File: config.mk
export PLATFORM = sky130hd
export DESIGN_NAME = pwm_pair_dac
export DESIGN_NICKNAME = d
export VERILOG_FILES = /design/src/rtl/pwm_pair_dac_pkg.sv /design/src/rtl/pwm_step_tick.sv /design/src/rtl/pwm_step_ctr.sv /design/src/rtl/pwm_mod_slice.sv /design/src/rtl/pwm_pair_dac.sv
export SDC_FILE = /design/constraint.sdc
export NUM_CORES = 1
export LEC_CHECK = 0
export ABC_AREA = 1
export BUFFER_PORTS_ARGS = -buffer_cell sky130_fd_sc_hd__buf_2
export CAP_MARGIN = 20
export CORE_MARGIN = 2
export CORE_UTILIZATION = 50
export DETAILED_ROUTE_END_ITERATION = 6
export PLACE_DENSITY = 0.85
export SLEW_MARGIN = 20
export SYNTH_ARGS = -nofsm -noshare
export SYNTH_HDL_FRONTEND = slang
export SYNTH_SLANG_ARGS = --single-unit
File: constraint.sdc
create_clock -name clk -period 1.45 [get_ports clk]
set_input_delay 0.0725 -clock clk [delete_from_list [all_inputs] [get_ports clk]]
set_output_delay 0.0725 -clock clk [all_outputs]
set_load 0.05 [all_outputs]
File: src/rtl/pwm_pair_dac_pkg.sv
package pwm_pair_dac_pkg;

  // Counter width of each modulator; a period has 2**STEP_W steps.
  localparam int STEP_W = 8;
  // Number of modulators fed from one setpoint.
  localparam int N_MOD  = 2;

  typedef logic [STEP_W-1:0] duty_t;

  // Clocks per step, never below one.
  function automatic int clocks_per_step(input longint clk_hz, input longint carrier_hz);
    longint q;
    q = clk_hz / (carrier_hz * (longint'(1) << STEP_W));
    if (q < 1) q = 1;
    return int'(q);
  endfunction

endpackage

File: src/rtl/pwm_step_tick.sv
module pwm_step_tick #(
  parameter int DIV = 4
) (
  input  logic clk,
  input  logic rst_n,
  output logic tick_o
);
  generate
    if (DIV <= 1) begin : g_every
      assign tick_o = 1'b1;
    end else begin : g_div
      localparam int DW = $clog2(DIV);
      localparam logic [DW-1:0] LAST = DW'(DIV - 1);
      logic [DW-1:0] div_q;

      always_ff @(posedge clk) begin
        if (!rst_n)            div_q <= '0;
        else if (div_q == LAST) div_q <= '0;
        else                   div_q <= div_q + 1'b1;
      end

      assign tick_o = (div_q == LAST);
    end
  endgenerate
endmodule

File: src/rtl/pwm_step_ctr.sv
module pwm_step_ctr
  import pwm_pair_dac_pkg::*;
(
  input  logic  clk,
  input  logic  rst_n,
  input  logic  tick_i,
  output duty_t cnt_o,
  output logic  wrap_o
);
  duty_t cnt_q;

  always_ff @(posedge clk) begin
    if (!rst_n)      cnt_q <= '0;
    else if (tick_i) cnt_q <= cnt_q + 1'b1;
  end

  // Final step ends on this edge; next edge starts a new period.
  assign wrap_o = tick_i && (cnt_q == '1);
  assign cnt_o  = cnt_q;
endmodule

File: src/rtl/pwm_mod_slice.sv
module pwm_mod_slice
  import pwm_pair_dac_pkg::*;
(
  input  logic  clk,
  input  logic  rst_n,
  input  logic  wrap_i,
  input  duty_t cnt_i,
  input  duty_t duty_i,
  input  logic  hold_hi_i,
  output duty_t duty_q_o,
  output logic  pwm_o
);
  duty_t duty_q;

  // Duty is taken only at the period boundary, so a period is never cut.
  always_ff @(posedge clk) begin
    if (!rst_n)      duty_q <= '0;
    else if (wrap_i) duty_q <= duty_i;
  end

  assign duty_q_o = duty_q;
  assign pwm_o    = hold_hi_i | (cnt_i < duty_q);
endmodule

File: src/rtl/pwm_pair_dac.sv
module pwm_pair_dac
  import pwm_pair_dac_pkg::*;
#(
  parameter longint CLK_HZ     = 98_304_000,
  parameter longint CARRIER_HZ = 96_000
) (
  input  logic                     clk,
  input  logic                     rst_n,
  input  logic [N_MOD*STEP_W-1:0]  setpoint,
  input  logic                     force_high,
  output logic                     pwm_hi_o,
  output logic                     pwm_lo_o
);
  localparam int DIV = clocks_per_step(CLK_HZ, CARRIER_HZ);

  logic  tick;
  logic  wrap;
  duty_t step_cnt;
  logic  hold_q;
  duty_t duty_lat [N_MOD];
  logic  pwm_v    [N_MOD];

  pwm_step_tick #(.DIV(DIV)) u_tick (
    .clk    (clk),
    .rst_n  (rst_n),
    .tick_o (tick)
  );

  pwm_step_ctr u_ctr (
    .clk    (clk),
    .rst_n  (rst_n),
    .tick_i (tick),
    .cnt_o  (step_cnt),
    .wrap_o (wrap)
  );

  // Override: set on the next edge, cleared only at a boundary.
  always_ff @(posedge clk) begin
    if (!rst_n)          hold_q <= 1'b0;
    else if (force_high) hold_q <= 1'b1;
    else if (wrap)       hold_q <= 1'b0;
  end

  // Slice i takes setpoint byte i; slice 1 is the high-weight byte.
  generate
    for (genvar i = 0; i < N_MOD; i++) begin : g_mod
      pwm_mod_slice u_slice (
        .clk       (clk),
        .rst_n     (rst_n),
        .wrap_i    (wrap),
        .cnt_i     (step_cnt),
        .duty_i    (setpoint[i*STEP_W +: STEP_W]),
        .hold_hi_i (hold_q),
        .duty_q_o  (duty_lat[i]),
        .pwm_o     (pwm_v[i])
      );
    end
  endgenerate

  assign pwm_hi_o = pwm_v[1];
  assign pwm_lo_o = pwm_v[0];
endmodule

# Yosys cells after proc, flatten, opt, wreduce, memory -nomap -nowiden
# Cells that the tools add are included.
classes:
  n_addsub: 2
  n_lt_le_gt_ge: 2
  eq_ne: 2
  n_mux: 2
  n_bitwise: 3
  n_reduce_logical: 3
op_table:
  columns: ["cell", "count"]
  rows:
  - ["8-bit < comparator", 2]
  - ["8-bit by 1-bit adder with 8-bit output (second input constant)", 1]
  - ["8-bit == test (second input constant)", 1]
  - ["2-bit by 1-bit adder with 2-bit output (second input constant)", 1]
  - ["2-bit == test (second input constant)", 1]
  - ["1-bit two-way mux", 2]
  - ["1-bit OR", 2]
  - ["2-bit nonzero test", 1]
  - ["2-bit OR reduction", 1]
  - ["1-bit logical AND", 1]
  - ["1-bit NOT", 1]
word_totals:
  reg_bits: 27
  output_inout_bits: 2
  wordCells: 19

# Depth between registers and ports, before layout
depth:
  depth_word: 4
  mapped_depth: 9
  depth_no_buf: 9

# Modules after synthesis
# Synthesis repeated with hierarchy kept, for this count alone.
unflattened:
  hier_cells: 186
  hier_area_um2: 1411.4
by_module_without_submodules:
  columns: ["module", "instances", "cells_per_inst", "area_per_inst_um2"]
  rows:
  - ["pwm_mod_slice", 2, 61, 473.0]
  - ["pwm_step_ctr", 1, 50, 350.3]
  - ["pwm_step_tick", 1, 8, 71.3]
  - ["pwm_pair_dac", 1, 6, 43.8]

# Worst setup path before layout
# No wires, ideal clock.
synth_timing:
  path_kind: "register to output"
  start: "register g_mod[1].u_slice.duty_q[5]"
  end: "output port pwm_hi_o"
  t_arrival_ns: 1.312
  path_slack_ns: 0.066
  stages_incl_launch_ff: 8
  path_buffers: 0
  path_cell_list: "dfxtp_1 > inv_1 > ha_1 > a21oi_1 > nor2_1 > nor3_1 > nand2_1 > nand2_1"
synth_via:
  elab_chain_cells: 2
synth_lines:
  columns: ["element", "line_no", "text"]
  rows:
  - ["start, declared", "pwm_mod_slice.sv:13", "duty_t duty_q;"]
  - ["start signal, assigned", "pwm_mod_slice.sv:18", "else if (wrap_i) duty_q <= duty_i;"]
  - ["8-bit < comparator", "pwm_mod_slice.sv:22", "assign pwm_o = hold_hi_i | (cnt_i < duty_q);"]
  - ["1-bit OR", "pwm_mod_slice.sv:22", null]
  - ["end, declared", "pwm_pair_dac.sv:11", "output logic pwm_hi_o,"]
# Every way passes these cells.

# Final worst setup path
layout_timing:
  start: "register g_mod[0].u_slice.duty_q[7]"
  end: "output port pwm_lo_o"
layout_via:
  elab_chain_cells: 2
layout_lines:
  columns: ["element", "line_no", "text"]
  rows:
  - ["start, declared", "pwm_mod_slice.sv:13", null]
  - ["start signal, assigned", "pwm_mod_slice.sv:18", null]
  - ["8-bit < comparator", "pwm_mod_slice.sv:22", null]
  - ["1-bit OR", "pwm_mod_slice.sv:22", null]
  - ["end, declared", "pwm_pair_dac.sv:12", "output logic pwm_lo_o"]
# Every way passes these cells.

==> results.sh <==
export IMPL_status="complete, but fails checks"
export IMPL_violations="setup timing"
export IMPL_slew_violations=0
export IMPL_first_pass_iters=5
export IMPL_grt_usage=0.230
export IMPL_clock_latency_ns=0.33
export IMPL_fin_worst_skew_ns=0.00208
export IMPL_core_sq_um=2760
export IMPL_die_h_um=57.7
export IMPL_fmax_mhz=566
export IMPL_area_growth_synth_to_final_pct=39.8
export IMPL_grt_pass1_wl_um=5910
export IMPL_final_cell_mix="nand2_1 (43), inv_1 (25), a21oi_1 (25)"
export IMPL_setup_worst_path_start_class="register"
export IMPL_path_cells="inv_1 -> ha_4 -> nand2_2 -> buf_4 -> nor2_1 -> nand2_1 -> nand2_1 -> nand2_2 -> buf_8"
export IMPL_min_path_type="primary input to register"
export IMPL_synth_seq_area_share=0.375
export IMPL_routabilityCongestion=0.763
export IMPL_rrSetupSlack_ns=0.08
export IMPL_whs_ns=0.0137
export IMPL_power_leakage_nw=0.848
export IMPL_antenna_cells=0
export IMPL_layout_drive_gt1_share=0.350
export IMPL_dp_slack_ns=0.0268
export IMPL_setup_viol=2
export IMPL_syn_area_per_cell_sq_um=7.47
export IMPL_grt_ovfl_total=0
export IMPL_cts_tree="built"
export IMPL_r2r_start="u_ctr.cnt_o[1]"
export IMPL_slew_headroom=0.834
export IMPL_cts_max_level=1
export IMPL_p_per_area_nw_per_um2=627
export IMPL_antenna_found_initial=0
export IMPL_hold_viol_final=0
export IMPL_cts_max_path_buffers=2
export IMPL_post_dp_hpwl_um=2190
export IMPL_crit_buf_inv=3
export IMPL_start_util=0.523
export IMPL_grt_pass1_vias=1423
export IMPL_grt_setup_unrepaired="true"
export IMPL_cp_end_kind="primary output"
export IMPL_ys_warn_count=0
export IMPL_numCtsBuffers=3
export IMPL_fin_ws_ns=-0.316
export IMPL_path_class="register to primary output"
export IMPL_syn_nets=228
export IMPL_irDropWorstVdd_mv=0.644
export IMPL_via_per_inst=5.41
export IMPL_drt_iter0_markers=120
export IMPL_syn_area_sq_um=1440
export IMPL_pin_count=21
export IMPL_min_period_over_period=1.22
export IMPL_ys_ff_latch=27
export IMPL_crit_required_ns=1.38
export IMPL_vias=1481
export IMPL_synth_largest_area_cell="dfxtp_1"
export IMPL_fin_crit_ns=1.77
export IMPL_cp_top_family="simple AND/OR/NAND/NOR gates"
export IMPL_num_rows=19
export IMPL_synth_cells=193
export IMPL_grt_max_degree=15
export IMPL_hold_depth=3
export IMPL_drc=0
export IMPL_netlist_area_leader_share=0.375
export IMPL_synth_cell_types=21
export IMPL_drt_total_wl_um=4010
export IMPL_die_area_sq_um=3330
export IMPL_ant_nets=0
export IMPL_die_w_um=57.7
export IMPL_worstRegToRegCells=7
export IMPL_cts_root_buf="clkbuf_4"
export IMPL_synthTopCellsByArea="dfxtp_1 (37%), ha_1 (14%), nand2_1 (12%), a21oi_1 (9.4%), inv_1 (7.0%)"
export IMPL_critical_path_max_stage_delay_ns=0.36
export IMPL_final_util=0.731
export IMPL_cap_violations=0
export IMPL_path_max_fanout=2
export IMPL_worst_slew_pin_slew_ns=0.247
export IMPL_hold_end="u_ctr.cnt_o[2]"
export IMPL_clk_pin_slew_ns=0.14
export IMPL_arrival_ns=1.69
export IMPL_cts_num_sinks=27
export IMPL_min_from="rst_n"
export IMPL_io_buffers=20
export IMPL_layout_commonest_cell="nand2_1"
export IMPL_routedWlPerCell_um=14.6
export IMPL_crit_slowest_cell="dfxtp_2"
export IMPL_r2r_end="g_mod[1].u_slice.duty_q_o[7]"
export IMPL_fin_nets=279
-- metrics by stage --
stage	TNS [ns]	power, W	cell area [sq um]	cells
finish	-0.513	0.00126	2020	274
global route	-0.735	0.00132	2020	274
CTS	-0.475	0.00127	1930	274
detailed placement	0	0.000901	1630	250
global placement	0	0.000897	1630	250
floorplan	0	0.000850	1440	193
-- what timing repair did --
item / 4_1_cts / 5_1_grt
hold buffers: 17 / 0
pin swaps: 13 / 11
gates resized for setup: 24 / 24
hold endpoints to repair: 17 / 0
buffers inserted: 3 / 0
setup endpoints to repair: 2 / 7
gates cloned: 0 / 0
-- routing by layer --
| metal | vias to the layer above | GRT usage | routed length, um |
|---|---|---|---|
| met4 | 0 | 0.113 | 108 |
| met3 | 11 | 0.0491 | 249 |
| met1 | 676 | 0.263 | 1620 |
| li1 | 724 | - | - |
| met5 | - | 0 | 0 |
| met2 | 70 | 0.404 | 2030 |
-- flip-flops by register name (all words and copies together) (netlist names) --
name / flops
u_tick.g_div.div_q: 2
u_ctr.cnt_o: 8
hold_q: 1
g_mod.u_slice.duty_q_o: 16
-- cell type report --
cell class,count,area [sq um]
multi-input cells,131,867
fillers,184,741
flip-flops and latches,27,569
repair buffers,53,410
inverters,28,105
well taps,31,38.8
clock buffers,4,26.3
-- worst max path at each step --
stage                                       startpoint        to  slack, ns  cells after the start
after floorplan           g_mod[1].u_slice.duty_q_o[5]  pwm_hi_o       0.07                      7
after global placement    g_mod[0].u_slice.duty_q_o[5]  pwm_lo_o       0.07                      8
after detailed placement                u_ctr.cnt_o[5]  pwm_lo_o       0.03                      7
after CTS                               u_ctr.cnt_o[5]  pwm_lo_o      -0.25                      7
after global routing      g_mod[0].u_slice.duty_q_o[7]  pwm_lo_o      -0.38                      9
final                     g_mod[0].u_slice.duty_q_o[7]  pwm_lo_o      -0.32                      9
-- worst min-delay path, delay by kind of cell --
| kind | cells | cell delay [ns] |
|---|---|---|
| AO/OA/AOI/OAI | 1 | 0.04 |
| AND/OR/NAND/NOR | 1 | 0.07 |
| buffers and inverters | 1 | 0.14 |
-- kinds of logic after synthesis --
logic type | share of synthesized area
flip-flops | 0.375
adder cells (fa/ha/maj) | 0.139
AND/OR/NAND/NOR | 0.251
AO/OA/AOI/OAI | 0.127
buffers and inverters | 0.109
-- synthesized netlist by cell type, drive strengths merged --
library cell,instances
nor3b,1
nand2,48
clkbuf,3
nor3,5
o21ai,5
inv,28
nand3,18
a211oi,1
nor2,8
a21oi,28
dfxtp,27
ha,16
buf,4
a31oi,1
-- power by group --
group | leakage (nW) | internal, W | switching [W]
Combinational | 0.605 | 0.0000914 | 0.0000844
Clock | 0.0150 | 0.000108 | 0.000222
Sequential | 0.228 | 0.000749 | 0.00000833
Total | 0.848 | 0.000949 | 0.000315
Power figures use the tool's default switching activity.
